==> src/rtl/irq_prio_pkg.sv <==
// Shared constants and helper functions for the interrupt priority resolver.
// Assumes six sources grouped in three pairs; the group tables are fixed by
// the priority register layout.
package irq_prio_pkg;

    localparam int NUM_SRC  = 6;
    localparam int NUM_GRP  = NUM_SRC / 2;
    localparam int ID_W     = $clog2(NUM_SRC);
    localparam int GRP_W    = 2;
    localparam int CODE_W   = 3;
    localparam int PRIO_W   = 6;
    localparam int MASK_W   = NUM_SRC + 2;

    localparam logic [GRP_W-1:0] GRP_A = 2'd0;
    localparam logic [GRP_W-1:0] GRP_B = 2'd1;
    localparam logic [GRP_W-1:0] GRP_C = 2'd2;

    // Group-order code from the priority register bits {4,3,0}.
    function automatic logic [CODE_W-1:0] order_code(input logic [PRIO_W-1:0] prio);
        return {prio[4], prio[3], prio[0]};
    endfunction

    // Codes 000 and 111 are unused and block all requests.
    function automatic logic code_ok(input logic [CODE_W-1:0] code);
        return (code != 3'b000) && (code != 3'b111);
    endfunction

    // Group occupying a given rank (0 = highest) for a group-order code.
    function automatic logic [GRP_W-1:0] rank_grp(input logic [CODE_W-1:0] code,
                                                  input int rank);
        logic [3*GRP_W-1:0] ord;
        case (code)
            3'b001:  ord = {GRP_C, GRP_A, GRP_B};
            3'b010:  ord = {GRP_A, GRP_B, GRP_C};
            3'b011:  ord = {GRP_A, GRP_C, GRP_B};
            3'b100:  ord = {GRP_B, GRP_C, GRP_A};
            3'b101:  ord = {GRP_C, GRP_B, GRP_A};
            3'b110:  ord = {GRP_B, GRP_A, GRP_C};
            default: ord = {GRP_A, GRP_B, GRP_C};
        endcase
        return ord[(2-rank)*GRP_W +: GRP_W];
    endfunction

    // Source ranked first inside a group when its swap bit is 0.
    function automatic logic [ID_W-1:0] grp_first(input int g);
        case (g)
            0:       return 3'd5;
            1:       return 3'd2;
            default: return 3'd1;
        endcase
    endfunction

    // Source ranked second inside a group when its swap bit is 0.
    function automatic logic [ID_W-1:0] grp_second(input int g);
        case (g)
            0:       return 3'd3;
            1:       return 3'd0;
            default: return 3'd4;
        endcase
    endfunction

    // Priority register bit that swaps the pair inside a group.
    function automatic int grp_swap_pos(input int g);
        case (g)
            0:       return 5;
            1:       return 2;
            default: return 1;
        endcase
    endfunction

endpackage

==> src/rtl/irq_mask_reg.sv <==
// Mask register: per-source enables plus a master enable.
// Assumes single-cycle strobes. Clear strobes (disable, acknowledge) beat set
// strobes (enable, return), which beat the bit 7 value of a mask write.
module irq_mask_reg #(
    parameter int NUM_SRC = 6,
    localparam int MASK_W = NUM_SRC + 2
) (
    input  logic               clk,
    input  logic               rst_n,
    input  logic               wr_i,
    input  logic [MASK_W-1:0]  wdata_i,
    input  logic               set_i,
    input  logic               clr_i,
    output logic [NUM_SRC-1:0] en_o,
    output logic               master_o
);

    logic unused_bit;
    assign unused_bit = wdata_i[NUM_SRC];

    // Source enable bits load on a mask write.
    always_ff @(posedge clk) begin
        if (!rst_n) begin
            en_o <= '0;
        end else if (wr_i) begin
            en_o <= wdata_i[NUM_SRC-1:0];
        end
    end

    // Master enable follows strobe priority: clear, set, then write.
    always_ff @(posedge clk) begin
        if (!rst_n) begin
            master_o <= 1'b0;
        end else if (clr_i) begin
            master_o <= 1'b0;
        end else if (set_i) begin
            master_o <= 1'b1;
        end else if (wr_i) begin
            master_o <= wdata_i[MASK_W-1];
        end
    end

endmodule

==> src/rtl/irq_prio_reg.sv <==
// Priority register holding the group-order code and in-group swap bits.
// Assumes writes are allowed at any time; reset loads the unused code 000.
module irq_prio_reg #(
    parameter int PRIO_W = 6
) (
    input  logic              clk,
    input  logic              rst_n,
    input  logic              wr_i,
    input  logic [PRIO_W-1:0] wdata_i,
    output logic [PRIO_W-1:0] prio_o
);

    // Load the priority value on a write.
    always_ff @(posedge clk) begin
        if (!rst_n) begin
            prio_o <= '0;
        end else if (wr_i) begin
            prio_o <= wdata_i;
        end
    end

endmodule

==> src/rtl/irq_pair_order.sv <==
// Orders the two sources of one group from a swap bit.
// Assumes the default order places src_a_i first.
module irq_pair_order #(
    parameter int ID_W = 3
) (
    input  logic [ID_W-1:0] src_a_i,
    input  logic [ID_W-1:0] src_b_i,
    input  logic            swap_i,
    output logic [ID_W-1:0] first_o,
    output logic [ID_W-1:0] second_o
);

    // Exchange the pair when the swap bit is set.
    always_comb begin
        first_o  = swap_i ? src_b_i : src_a_i;
        second_o = swap_i ? src_a_i : src_b_i;
    end

endmodule

==> src/rtl/irq_arbiter.sv <==
// Combinational priority arbiter: builds the full source ranking from the
// group-order code and the swap bits, then picks the first requesting source.
// Assumes req_i is already qualified by the source enables.
module irq_arbiter
    import irq_prio_pkg::*;
#(
    parameter int NSRC = NUM_SRC,
    localparam int NGRP = NSRC / 2,
    localparam int IW   = $clog2(NSRC)
) (
    input  logic [NSRC-1:0]   req_i,
    input  logic [PRIO_W-1:0] prio_i,
    output logic              hit_o,
    output logic [IW-1:0]     win_o
);

    logic [IW-1:0] pair_first  [NGRP];
    logic [IW-1:0] pair_second [NGRP];
    logic [IW-1:0] rank_list   [NSRC];
    logic [CODE_W-1:0] code;

    assign code = order_code(prio_i);

    generate
        for (genvar g = 0; g < NGRP; g++) begin : g_pair
            irq_pair_order #(.ID_W(IW)) u_pair (
                .src_a_i  (IW'(grp_first(g))),
                .src_b_i  (IW'(grp_second(g))),
                .swap_i   (prio_i[grp_swap_pos(g)]),
                .first_o  (pair_first[g]),
                .second_o (pair_second[g])
            );
        end
    endgenerate

    // Lay out the six sources in rank order, group by group.
    always_comb begin
        for (int r = 0; r < NGRP; r++) begin
            rank_list[2*r]   = pair_first[rank_grp(code, r)];
            rank_list[2*r+1] = pair_second[rank_grp(code, r)];
        end
    end

    // Pick the first requesting source in rank order.
    always_comb begin
        hit_o = 1'b0;
        win_o = '0;
        for (int k = 0; k < NSRC; k++) begin
            if (!hit_o && req_i[rank_list[k]]) begin
                hit_o = 1'b1;
                win_o = rank_list[k];
            end
        end
    end

endmodule

==> src/rtl/irq_prio_resolver.sv <==
// Top of the interrupt priority resolver. Qualifies the pending sources with
// the mask, raises the CPU request combinationally, and captures the winning
// index on acknowledge. Assumes pending bits are cleared outside this block.
module irq_prio_resolver
    import irq_prio_pkg::*;
#(
    parameter int NSRC = NUM_SRC,
    localparam int IW  = $clog2(NSRC),
    localparam int MW  = NSRC + 2
) (
    input  logic              clk,
    input  logic              rst_n,
    input  logic [NSRC-1:0]   irq_pend_i,
    input  logic              mask_wr_i,
    input  logic [MW-1:0]     mask_wdata_i,
    input  logic              prio_wr_i,
    input  logic [PRIO_W-1:0] prio_wdata_i,
    input  logic              ei_i,
    input  logic              di_i,
    input  logic              ack_i,
    input  logic              reti_i,
    output logic              irq_o,
    output logic [IW-1:0]     irq_id_o
);

    logic [NSRC-1:0]   en_q;
    logic              master_q;
    logic [PRIO_W-1:0] prio_q;
    logic [NSRC-1:0]   qual_req;
    logic              arb_hit;
    logic [IW-1:0]     arb_win;

    irq_mask_reg #(.NUM_SRC(NSRC)) u_mask (
        .clk      (clk),
        .rst_n    (rst_n),
        .wr_i     (mask_wr_i),
        .wdata_i  (mask_wdata_i),
        .set_i    (ei_i | reti_i),
        .clr_i    (di_i | ack_i),
        .en_o     (en_q),
        .master_o (master_q)
    );

    irq_prio_reg #(.PRIO_W(PRIO_W)) u_prio (
        .clk     (clk),
        .rst_n   (rst_n),
        .wr_i    (prio_wr_i),
        .wdata_i (prio_wdata_i),
        .prio_o  (prio_q)
    );

    assign qual_req = irq_pend_i & en_q;

    irq_arbiter #(.NSRC(NSRC)) u_arb (
        .req_i  (qual_req),
        .prio_i (prio_q),
        .hit_o  (arb_hit),
        .win_o  (arb_win)
    );

    // Request to the CPU: enabled pending source, master on, valid code.
    always_comb begin
        irq_o = arb_hit && master_q && code_ok(order_code(prio_q));
    end

    // Capture the winning index when the CPU takes the interrupt.
    always_ff @(posedge clk) begin
        if (!rst_n) begin
            irq_id_o <= '0;
        end else if (ack_i && irq_o) begin
            irq_id_o <= arb_win;
        end
    end

endmodule

==> config.mk <==
export PLATFORM = sky130hd
export DESIGN_NAME = irq_prio_resolver
export DESIGN_NICKNAME = d
export VERILOG_FILES = /design/src/rtl/irq_prio_pkg.sv /design/src/rtl/irq_mask_reg.sv /design/src/rtl/irq_prio_reg.sv /design/src/rtl/irq_pair_order.sv /design/src/rtl/irq_arbiter.sv /design/src/rtl/irq_prio_resolver.sv
export SDC_FILE = /design/constraint.sdc
export NUM_CORES = 1
export LEC_CHECK = 0
export ABC_AREA = 1
export BUFFER_PORTS_ARGS = -buffer_cell sky130_fd_sc_hd__buf_4
export CORE_UTILIZATION = 59
export CTS_CLUSTER_SIZE = 25
export DETAILED_ROUTE_END_ITERATION = 6
export PLACE_DENSITY = 0.83
export RECOVER_POWER = 50
export SYNTH_ARGS = -nofsm -noshare
export SYNTH_HDL_FRONTEND = slang
export SYNTH_SLANG_ARGS = --single-unit
==> constraint.sdc <==
create_clock -name clk -period 3.3 [get_ports clk]
set_clock_uncertainty 0.2 [all_clocks]
set_input_delay 0.33 -clock clk [delete_from_list [all_inputs] [get_ports clk]]
set_output_delay 0.33 -clock clk [all_outputs]
set_load 0.05 [all_outputs]
After elaboration in Yosys (flattened, before gate mapping). Index checks and enable logic that the tools add are counted.

Bits of input ports: 28. Flip-flop bits (word level): 16.

Reductions and logical operators: 17. Equal/unequal tests: 6. Mux-type cells: 51. Magnitude comparators: 9. Bitwise operators: 7.

Operators by type and width (number): 3-bit two-way mux (22); 3-bit binary-select mux with 2-bit select (6); 6-bit one-hot mux with 5 select lines (1); 3-bit by 4-bit < comparator with 1-bit output (second input constant) (6); 1-bit binary-select mux with 3-bit select (6); 1-bit two-way mux (14); 3-bit == test (second input constant) (3); 3-bit >= comparator (second input constant) (3); 1-bit logical AND (9); 2-bit NOT with 3-bit output (3); 6-bit bitwise AND (1); 1-bit logical NOT (5); 2-bit two-way mux (2); 3-bit by 1-bit == test with 1-bit output (second input constant) (1); 3-bit by 2-bit == test with 1-bit output (second input constant) (1); 3-bit != test (second input constant) (1); 3-bit nonzero test (1); 1-bit OR (2); 2-bit nonzero test (1); 2-bit OR reduction (1); 1-bit NOT (1).

Longest topological paths before layout. Gate-level depths: netlist of the first run.

Word-level depth: 27. Mapped depth: 19.

Hierarchy. Synthesis of the first run repeated with hierarchy kept, for this count alone.

Cells, all modules: 431. Area total of the unflattened synthesis: 2368.5 µm².

By module, submodules not included: irq_arbiter (instances 1, area each 1406.3 µm², seq. area each 0.0 µm², cells an instance 261); irq_prio_reg (instances 1, area each 256.5 µm², seq. area each 120.1 µm², cells an instance 37); irq_mask_reg (instances 1, area each 252.7 µm², seq. area each 140.1 µm², cells an instance 35); irq_prio_resolver (instances 1, area each 239.0 µm², seq. area each 60.1 µm², cells an instance 41); irq_pair_order (instances 3, area each 71.3 µm², seq. area each 0.0 µm², cells an instance 19).

Worst setup path before layout of the first run. OpenSTA, ideal clock, no wires.

Path kind: reg-to-output. Start: register u_prio.prio_o[4]. End: output port irq_o. Slack: 918 ps. Data required time: 2770 ps. Stages on the path, launching flop included: 15. Arrival: 1852 ps. Cell sequence: dfxtp_1 > inv_2 > nand3_1 > nand2_2 > nand2_2 > nand3_1 > nor2_1 > nand3_1 > nand2_1 > nand2_1 > o21ai_2 > nor2_4 > nand3_2 > nand2_1 > inv_1.

Word-level cells in the longest chain between the ends: 26. Elaborated cells on any way between the ends: 60.

Ends and longest elaborated chain: start, declared (RTL line irq_prio_reg.sv:10) `output logic [PRIO_W-1:0] prio_o`; start signal, assigned (RTL line irq_prio_reg.sv:18) `prio_o <= wdata_i;`; 3-bit == test (tied with other cells) (RTL line irq_prio_pkg.sv:32) `case (code)`; 6-bit one-hot mux with 5 select lines (RTL line irq_prio_pkg.sv:32); 2-bit NOT with 3-bit output (not written as such) (RTL line irq_arbiter.sv:39, irq_arbiter.sv:40); 3-bit binary-select mux with 2-bit select (RTL line irq_arbiter.sv:39) `rank_list[2*r] = pair_first[rank_grp(code, r)];`; 3-bit two-way mux (not written as such) (2 in series) (RTL line irq_arbiter.sv:39); 1-bit binary-select mux with 3-bit select (RTL line irq_arbiter.sv:49) `if (!hit_o && req_i[rank_list[k]]) begin`; 1-bit two-way mux (not written as such) (RTL line irq_arbiter.sv:49); 1-bit two-way mux (RTL line irq_arbiter.sv:49); [... 9 more ...]; 1-bit logical NOT (RTL line irq_arbiter.sv:49); 1-bit logical AND (RTL line irq_arbiter.sv:49); 1-bit two-way mux (RTL line irq_arbiter.sv:49); 1-bit logical NOT (RTL line irq_arbiter.sv:49); 1-bit logical AND (RTL line irq_arbiter.sv:49); 1-bit two-way mux (RTL line irq_arbiter.sv:49); 1-bit logical AND (RTL line irq_prio_resolver.sv:63) `irq_o = arb_hit && master_q && code_ok(order_code(prio_q));`; 1-bit logical AND (*) (RTL line irq_prio_resolver.sv:63); end, declared (RTL line irq_prio_resolver.sv:22) `output logic irq_o,`.

Mark *: on every way between the ends. The rest lies on a longest branch, timed or not. The select of a mux whose other input is x is not followed.

Worst setup path in the final report of the first run. Ends and elaborated chain as after synthesis.

==> results.py, run 1 <==
metrics = {
    "routing": {
        "highest_layer": "met4",
        "firstDrtPassIters": 4,
        "met2_length_um": 1768,
        "drc_errors": 0,
        "wl_met1_um": 1731,
        "routed_wl_um": 3763,
        "drt_iter0_drc": 51,
        "viasPerCell": 5.358,
        "via_count": 1752,
        "final_antenna_net_count": 0,
        "wl_per_cell_um": 11.51,
        "dr_wl_met3_um": 179,
    },
    "sta": {
        "maxSlewViolCount": 0,
        "fin_tns_setup_ps": 0,
        "setup_viol_count_final": 0,
        "tightest_slew_ps": 405.8,
        "slew_headroom_pct": 72.71,
        "post-route-min-period_ps": 2999,
        "final-hold-violation-count": 0,
        "min_period_over_period_pct": 90.89,
        "rsz0062_at_grt": "false",
        "max_clock_freq_mhz": 333.4,
    },
    "synth": {
        "syn_area_um2": 1505,
        "yosys-top-cells-area": "dfxtp_1, nand2_1, nand3_1, inv_1, nor2_1",
        "synth_top_area_cell": "dfxtp_1",
        "syn_avg_cell_area_um2": 5.637,
        "synth_nets": 295,
        "synth_cell_types": 26,
        "syn_inst": 267,
        "synth-seq-cells": 16,
        "yosysTopAreaCellShare_pct": 21.28,
        "seq_area_frac_synth_pct": 21.28,
        "yosys_warnings": 0,
    },
    "critical_path": {
        "crit_start": "u_prio.prio_o[4]$_SDFFE_PN0P_",
        "cpMaxStageDelayCell": "dfxtp_1",
        "crit_path_start_kind": "register",
        "cp_cell_sequence": "inv_2 -> nand3_1 -> nand2_2 -> nand2_2 -> nand3_1 -> nand2_1 -> nand2_1 -> nand2_1 -> nand2_1 -> nand2_1 -> nand3_2 -> nor2_4 -> nand3_2 -> nand2_1 -> inv_1 -> buf_4",
        "r2r-start": "u_prio.prio_o[4]$_SDFFE_PN0P_",
        "slowest_delay_ps": 540,
        "worstSetupEndpointType": "primary output",
        "critical_path_peak_fanout": 7,
        "critPathKind": "reg -> out",
        "cp_common_cell": "nand2_1",
        "worstPathRequired_ps": 2770,
        "cp.arrival_ps": 2470,
    },
    "clocking": {
        "htree_levels": 1,
        "clock_path_buffers": 2,
        "root_buffer": "clkbuf_4",
        "post_cts_resized": 0,
        "clk_pin_slew_ps": 100,
        "clkLatencyLatePin_ps": 300,
        "cts_setup_buffers": 0,
        "ctsHoldBuffers": 0,
        "clock_sinks": 16,
        "cts_tree": "done",
        "numCtsBuffers": 3,
    },
    "global_route": {
        "grt_pass1_wl_um": 6210,
        "antenna_found_initial": 0,
        "grt_max_degree": 14,
        "grt_pass1_vias": 1512,
        "grt_use_total_pct": 30.07,
        "grt-ovfl-total": 0,
    },
    "layout": {
        "layout_common_cells": "nand2_1, nand3_1, inv_1",
        "final_common_cell": "nand2_1",
        "fin_cells": 327,
        "design_area_um2": 1790,
        "layout-drive-gt1-share_pct": 20.07,
        "diodes": 0,
        "utilization_pct": 77.94,
        "nets": 328,
        "syn_to_final_growth_pct": 18.95,
    },
    "placement": {
        "io_buffers": 30,
        "place_congestion": 0.9019,
        "placedCellCount": 323,
        "dp_hpwl_um": 3051,
        "dpl-instance-area_um2": 1758,
    },
    "worst_hold_path": {
        "hp-class": "in -> reg",
        "hold_path.startpoint": "mask_wdata_i[1]",
    },
    "die": {
        "fp.dieH_um": 52.51,
        "initial_utilization_pct": 65.52,
        "rows": 17,
        "design.core.area_um2": 2297,
        "io_pins": 32,
        "die_w_um": 52.51,
        "die_area_um2": 2757,
    },
    "pwr": {
        "p_leak_uw": 0.0009759,
        "irDropWorstVdd_mv": 0.3426,
        "power_density_nw_per_um2": 364.0,
        "p_total_uw": 651.7,
    },
    "run": {
        "maxCapViolCount": 0,
    },
    "run_status": {
        "status": "finished clean",
    },
}
cell families (layout without fill, tap and decap cells):
group | Yosys count | in the layout | share of synthesized area, %
flops | 16 | 16 | 21.28
simple gates | 165 | 165 | 50.87
mux | 1 | 1 | 0.6650
buf+inv | 41 | 73 | 10.22
compound gates | 44 | 44 | 16.96
synthesized netlist by cell type:
library cell	number
clkbuf_1	2
nand4_1	2
nand3_1	36
nor2_1	32
o21ai_2	2
a21oi_2	1
inv_1	33
clkinv_1	2
nor3_1	1
nand2_4	3
o21bai_4	1
nand3_2	3
o31ai_1	1
o21a_1	1
o21ai_0	19
nor2_4	2
mux2i_1	1
nor2_2	3
inv_2	4
a21oi_1	12
dfxtp_1	16
o21ai_1	5
o211ai_1	2
nand3_4	1
nand2_1	75
nand2_2	7
final timing paths:
kind / slack, ps / cells after the start / endpoint
worst min-delay path: 40 / 3 / u_mask.en_o[1]$_SDFFE_PN0P_
worst max register to register: 810 / 17 / irq_id_o[1]$_SDFFE_PN0P_
worst max-delay path: 300 / 16 / irq_o
worst min register to register: 290 / 2 / irq_id_o[2]$_SDFFE_PN0P_
worst max-delay path, delay by kind of cell (launching register included):
| kind | cells | cell delay (ps) |
|---|---|---|
| flip-flops | 1 | 540 |
| AND/OR/NAND/NOR | 13 | 1300 |
| buffers and inverters | 3 | 350 |
stage by stage:
stage | hold slack (ps) | setup WS [ps]
2_1_floorplan | 262.2 | 917.6
3_3_place_gp | 270.2 | 709.2
3_5_place_dp | 275.7 | 670.9
4_1_cts | 49.53 | 310.8
5_1_grt | 57.43 | 121.6
6_report | 43.77 | 300.6
layout make-up:
class	instances	area, um2
clock buffers	4	36.28
fillers	193	506.7
repair buffers	30	221.5
inverters	39	146.4
flip-flops and latches	16	320.3
well taps	28	35.03
multi-input cells	210	1031
sequential cells by signal, indices dropped and copies added (netlist names):
name,cells
u_mask.en_o,6
u_prio.prio_o,6
irq_id_o,3
u_mask.master_o,1
report_power, final:
group          switching [uW]  leakage [uW]  internal [uW]
logic                     195      0.000823            108
registers                11.9      0.000132            205
clock network            65.4     0.0000210           67.4
total                     272      0.000976            380
routing by layer:
metal | vias to the layer above | global-route usage [%]
met1 | 761 | 37.39
li1 | 931 | -
met4 | 0 | 9.649
met5 | - | 0
met3 | 12 | 3.478
met2 | 48 | 53.16
No activity file was read; power rests on OpenSTA's default activity.
==> inputs of run 2 (changes only) <==
==> constraint.sdc (replaced) <==
create_clock -name clk -period 3.6 [get_ports clk]
set_clock_uncertainty 0.2 [all_clocks]
set_input_delay 0.36 -clock clk [delete_from_list [all_inputs] [get_ports clk]]
set_output_delay 0.36 -clock clk [all_outputs]
set_load 0.05 [all_outputs]
==> run 2 against run 1 <==
Power shrank 13%. Final cell count decreased by 0.31%. Largest power group unchanged. Sequential share of layout area rose by 0.14 points. Routed wire length up 0.37%. Combinational power decreased by 8.3%.
==> results.py, run 2 (synthesis results as in run 1) <==
metrics = {
    "layout": {
        "register_area_um2": 320.3,
        "syn_to_final_growth_pct": 18.04,
        "nets": 328,
        "n_fill_cell": 208,
        "layout_common_cells": "nand2_1, nand3_1, inv_1",
        "final_common_cell": "nand2_1",
        "design_area_um2": 1777,
        "reg_top3": "u_mask.en_o x6, u_prio.prio_o x6, irq_id_o x3",
        "diodes": 0,
        "utilization_pct": 77.34,
        "multi_input_area_um2": 1031,
        "layout-drive-gt1-share_pct": 19.80,
    },
    "routing": {
        "drc_errors": 0,
        "final_antenna_net_count": 0,
        "drt_iter0_drc": 75,
        "via_count": 1753,
        "wl_per_cell_um": 11.59,
        "wl_met1_um": 1699,
        "dr_wl_met3_um": 181,
        "firstDrtPassIters": 4,
        "highest_layer": "met4",
        "met2_length_um": 1837,
        "viasPerCell": 5.377,
        "routed_wl_um": 3777,
    },
    "sta": {
        "min_period_over_period_pct": 82.90,
        "max_clock_freq_mhz": 335.1,
        "maxSlewViolCount": 0,
        "post-route-min-period_ps": 2984,
        "rsz0062_at_grt": "false",
        "tightest_slew_ps": 394.0,
        "slew_headroom_pct": 73.51,
        "fin_tns_setup_ps": 0,
        "final-hold-violation-count": 0,
        "setup_viol_count_final": 0,
    },
    "clocking": {
        "htree_levels": 1,
        "clk_pin_slew_ps": 90,
        "cts_setup_buffers": 0,
        "post_cts_resized": 0,
        "ctsHoldBuffers": 0,
        "numCtsBuffers": 3,
        "clock_sinks": 16,
        "clkLatencyLatePin_ps": 290,
        "cts_tree": "done",
        "root_buffer": "clkbuf_4",
        "clock_path_buffers": 2,
    },
    "critical_path": {
        "crit_path_start_kind": "register",
        "critPathTopFamily": "simple AND/OR/NAND/NOR gates",
        "critPathKind": "reg -> out",
        "rrSetupSlack_ps": 1140,
        "critical_path_peak_fanout": 8,
        "cp_cell_sequence": "inv_2 -> nand2_4 -> nand2_2 -> inv_2 -> o21ai_0 -> nand3_1 -> nand2_2 -> nor2_2 -> nand3_2 -> nor2_4 -> nand3_2 -> nand2_1 -> inv_1 -> buf_4",
        "cpMaxStageDelayCell": "dfxtp_1",
        "r2r_end": "irq_id_o[1]$_SDFFE_PN0P_",
        "slowest_delay_ps": 500,
        "rr_worst_depth": 15,
        "worstPathRequired_ps": 3040,
        "worstSetupEndpointType": "primary output",
        "path_buf_inv": 4,
        "r2r-start": "u_prio.prio_o[0]$_SDFFE_PN0P_",
        "cp.arrival_ps": 2420,
    },
    "worst_hold_path": {
        "hold_path.startpoint": "mask_wdata_i[2]",
        "hold_depth": 3,
        "hp-class": "in -> reg",
        "min_to": "u_mask.en_o[2]$_SDFFE_PN0P_",
    },
    "pwr": {
        "p_leak_uw": 0.0009687,
        "p_total_uw": 568.5,
        "irDropWorstVdd_mv": 0.2835,
        "power_density_nw_per_um2": 320.0,
    },
    "die": {
        "io_pins": 32,
        "initial_utilization_pct": 65.52,
        "die_area_um2": 2757,
        "rows": 17,
        "design.core.area_um2": 2297,
        "fp.dieH_um": 52.51,
        "die_w_um": 52.51,
    },
    "global_route": {
        "grt_pass1_vias": 1572,
        "grt_use_total_pct": 31.00,
        "grt_pass1_wl_um": 6285,
        "antenna_found_initial": 0,
        "grt-ovfl-total": 0,
        "grt_max_degree": 14,
    },
    "placement": {
        "dp_hpwl_um": 3048,
        "place_congestion": 0.9013,
        "dpl-instance-area_um2": 1758,
        "io_buffers": 30,
    },
    "run": {
        "maxCapViolCount": 0,
    },
    "run_status": {
        "status": "finished clean",
    },
}
-- run 2: cell types whose count changed in the layout (fill, tap and decap cells not counted), sizes merged --
cell | previous run | this run
clkbuf | 6 | 5
-- run 2: final cells by class --
cell class,instances,area share (%)
clock buffers,3,1.268
inverters,39,8.239
multi-input cells,210,58.03
flip-flops and latches,16,18.03
well taps,28,1.972
repair buffers,30,12.46
-- run 2: worst max path at each step --
stage	slack (ps)	to	startpoint	cells past startpoint
6_report	620	irq_o	u_prio.prio_o[0]$_SDFFE_PN0P_	14
5_1_grt	380	irq_o	u_prio.prio_o[0]$_SDFFE_PN0P_	16
4_1_cts	610	irq_o	u_prio.prio_o[0]$_SDFFE_PN0P_	14
3_5_place_dp	950	irq_o	u_prio.prio_o[0]$_SDFFE_PN0P_	14
3_3_place_gp	980	irq_o	u_prio.prio_o[0]$_SDFFE_PN0P_	13
2_1_floorplan	1190	irq_o	u_prio.prio_o[4]$_SDFFE_PN0P_	14
-- run 2: worst reg2reg max path: stages (launching register included) --
cell and delay, ps:
dfxtp_1 500, inv_2 150, nand2_4 150, nand2_2 110, inv_2 70, o21ai_0 120, nand3_1 130, nand2_2 70
nor2_2 140, nand2_1 100, o21ai_0 240, nand2_1 80, nor2_1 140, nand2_1 70, nand2_1 60, inv_1 30
-- run 2: routing by layer --
metal / vias up / global-route usage, %
li1: 923 / -
met3: 8 / 5.217
met2: 49 / 54.85
met4: 0 / 13.60
met5: - / 0
met1: 773 / 36.03
-- run 2: metrics by stage --
stage	cells	hold slack, ps	setup WS [ps]
2_1_floorplan	267	262.2	1188
3_3_place_gp	323	270.2	976.5
3_5_place_dp	323	275.7	953.3
4_1_cts	326	88.88	614.4
5_1_grt	326	90.60	383.9
6_report	326	86.31	615.7
-- run 2: where the power goes --
group | switching (uW) | leakage, uW | internal (uW)
combinational | 179 | 0.000823 | 98.6
sequential | 10.4 | 0.000132 | 188
clock | 54.2 | 0.0000138 | 38.9
==> inputs of run 3 (changes only) <==
--- a/config.mk
+++ b/config.mk
@@ -7,10 +7,11 @@
 export LEC_CHECK = 0
 export ABC_AREA = 1
 export BUFFER_PORTS_ARGS = -buffer_cell sky130_fd_sc_hd__buf_4
-export CORE_UTILIZATION = 59
+export CORE_ASPECT_RATIO = 2
+export CORE_UTILIZATION = 54
 export CTS_CLUSTER_SIZE = 25
 export DETAILED_ROUTE_END_ITERATION = 6
-export PLACE_DENSITY = 0.83
+export PLACE_DENSITY = 0.77
 export RECOVER_POWER = 50
 export SYNTH_ARGS = -nofsm -noshare
 export SYNTH_HDL_FRONTEND = slang
==> constraint.sdc (replaced) <==
create_clock -name clk -period 2.96 [get_ports clk]
set_clock_uncertainty 0.2 [all_clocks]
set_input_delay 0.296 -clock clk [delete_from_list [all_inputs] [get_ports clk]]
set_output_delay 0.296 -clock clk [all_outputs]
set_load 0.05 [all_outputs]
==> run 3 against run 2 <==
Critical endpoint unchanged. Global-route usage fell by 0.30 points. Combinational power rose by 30%. Die area rose by 9.4%. Critical path type unchanged. Final cell count rose by 0.92%. Critical path depth unchanged. Clock power grew 100%. Setup slack got worse by 370 ps.
==> results.py, run 3 (synthesis results as in run 1) <==
metrics = {
    "critical_path": {
        "cp.arrival_ps": 2220,
        "critPathKind": "reg -> out",
        "r2r-start": "u_prio.prio_o[3]$_SDFFE_PN0P_",
        "r2r_end": "irq_id_o[1]$_SDFFE_PN0P_",
        "rrSetupSlack_ps": 560,
        "worstPathRequired_ps": 2460,
        "cp_cell_sequence": "inv_1 -> nand3_1 -> nand2_2 -> inv_2 -> o21ai_0 -> o21bai_4 -> nand2_2 -> nor2_4 -> nand3_2 -> nor2_4 -> nand3_2 -> nand2_1 -> inv_1 -> buf_4",
        "rr_worst_depth": 18,
        "critical_path_peak_fanout": 6,
        "crit_path_start_kind": "register",
        "worstSetupEndpointType": "primary output",
        "slowest_delay_ps": 360,
        "cpMaxStageDelayCell": "dfxtp_2",
    },
    "die": {
        "io_pins": 32,
        "fp.dieH_um": 76.67,
        "initial_utilization_pct": 57.84,
        "design.core.area_um2": 2603,
        "die_w_um": 39.33,
        "die_area_um2": 3015,
        "rows": 26,
    },
    "clocking": {
        "clkLatencyLatePin_ps": 250,
        "numCtsBuffers": 3,
        "clock_path_buffers": 2,
        "root_buffer": "clkbuf_8",
        "htree_levels": 1,
        "cts_tree": "done",
        "clock_sinks": 16,
        "ctsHoldBuffers": 0,
        "clk_pin_slew_ps": 60,
    },
    "sta": {
        "setup_viol_count_final": 0,
        "maxSlewViolCount": 0,
        "max_clock_freq_mhz": 367.9,
        "slew_headroom_pct": 69.41,
        "final-hold-violation-count": 0,
        "holdWs_ps": 65.56,
        "fin_tns_setup_ps": 0,
        "tightest_slew_ps": 454.9,
        "post-route-min-period_ps": 2718,
        "rsz0062_at_grt": "false",
        "min_period_over_period_pct": 91.84,
        "finalWorstSetupSlack_ps": 241.7,
    },
    "routing": {
        "via_count": 1764,
        "drc_errors": 0,
        "routed_wl_um": 4075,
        "drt_iter0_drc": 26,
        "viasPerCell": 5.362,
        "wl_per_cell_um": 12.39,
        "final_antenna_net_count": 0,
        "firstDrtPassIters": 4,
    },
    "layout": {
        "n_fill_cell": 260,
        "diodes": 0,
        "layout_common_cells": "nand2_1, nand3_1, inv_1",
        "reg_top3": "u_mask.en_o x6, u_prio.prio_o x6, irq_id_o x3",
        "syn_to_final_growth_pct": 22.44,
        "multi_input_area_um2": 1044,
        "nets": 330,
        "layout-drive-gt1-share_pct": 22.26,
        "final_common_cell": "nand2_1",
        "register_area_um2": 324.1,
    },
    "placement": {
        "place_congestion": 0.8442,
        "io_buffers": 30,
        "dp_hpwl_um": 3388,
        "dp_slack_ps": 360.9,
    },
    "global_route": {
        "grt_pass1_vias": 1701,
        "grt_max_degree": 14,
        "grt_pass1_wl_um": 6713,
        "antenna_found_initial": 0,
        "grt-ovfl-total": 0,
        "grt_use_total_pct": 30.71,
    },
    "pwr": {
        "irDropWorstVdd_mv": 0.3956,
        "p_leak_uw": 0.0009991,
        "p_total_uw": 793.7,
        "power_density_nw_per_um2": 430.7,
    },
    "run_status": {
        "status": "finished clean",
    },
    "worst_hold_path": {
        "min_to": "u_mask.en_o[2]$_SDFFE_PN0P_",
        "hold_depth": 3,
        "hold_path.startpoint": "mask_wdata_i[2]",
        "hp-class": "in -> reg",
    },
    "run": {
        "maxCapViolCount": 0,
    },
}
-- run 3: worst max path at each step --
| stage | startpoint | end | slack [ps] | depth (start not counted) |
|---|---|---|---|---|
| after CTS | u_prio.prio_o[4]$_SDFFE_PN0P_ | irq_o | 70 | 16 |
| after floorplan | u_prio.prio_o[4]$_SDFFE_PN0P_ | irq_o | 610 | 14 |
| final | u_prio.prio_o[3]$_SDFFE_PN0P_ | irq_o | 240 | 14 |
| after detailed placement | u_prio.prio_o[4]$_SDFFE_PN0P_ | irq_o | 360 | 16 |
| after global routing | u_prio.prio_o[4]$_SDFFE_PN0P_ | irq_o | 7 | 15 |
| after global placement | u_prio.prio_o[4]$_SDFFE_PN0P_ | irq_o | 390 | 16 |
-- run 3: area by class of cell --
class / instances / share of cell area (%)
Inverter: 39 / 8.079
Sequential cell: 16 / 17.58
Timing Repair Buffer: 32 / 12.83
Multi-Input combinational cell: 210 / 56.62
Clock buffer: 4 / 2.987
Tap cell: 28 / 1.901
-- run 3: report_power, final --
| group | total (uW) | internal, uW | switching, uW | leakage [uW] |
|---|---|---|---|---|
| logic | 361 | 135 | 227 | 0.000837 |
| registers | 242 | 229 | 13.2 | 0.000133 |
| clock network | 190 | 118 | 72.1 | 0.0000288 |
| total | 794 | 482 | 312 | 0.000999 |
-- run 3: worst max-delay path, delay by kind of cell (launching register included) --
kind	cells	cell delay (ps)
simple gates	8	970
buf+inv	4	370
flops	1	360
compound gates	2	280
-- run 3: timing repair --
action | 4_1_cts | 5_1_grt
setup buffers | 0 | 2
hold endpoints to repair | 0 | 0
gates resized for setup | 0 | 7
setup endpoints to repair | 0 | 1
-- run 3: through the flow --
step | util, % | cell area, um2 | instances
global placement | 67.55 | 1758 | 323
detailed placement | 67.55 | 1758 | 323
floorplan | - | 1505 | 267
finish | 70.82 | 1843 | 329
CTS | 69.66 | 1813 | 327
global route | 70.82 | 1843 | 329
-- run 3: per-layer routing --
layer	global-route usage (%)	vias up	wire, um
met1	26.51	776	1471
met2	59.17	45	2326
li1	-	929	-
met3	2.890	14	118
met4	17.59	0	159
met5	0	-	0
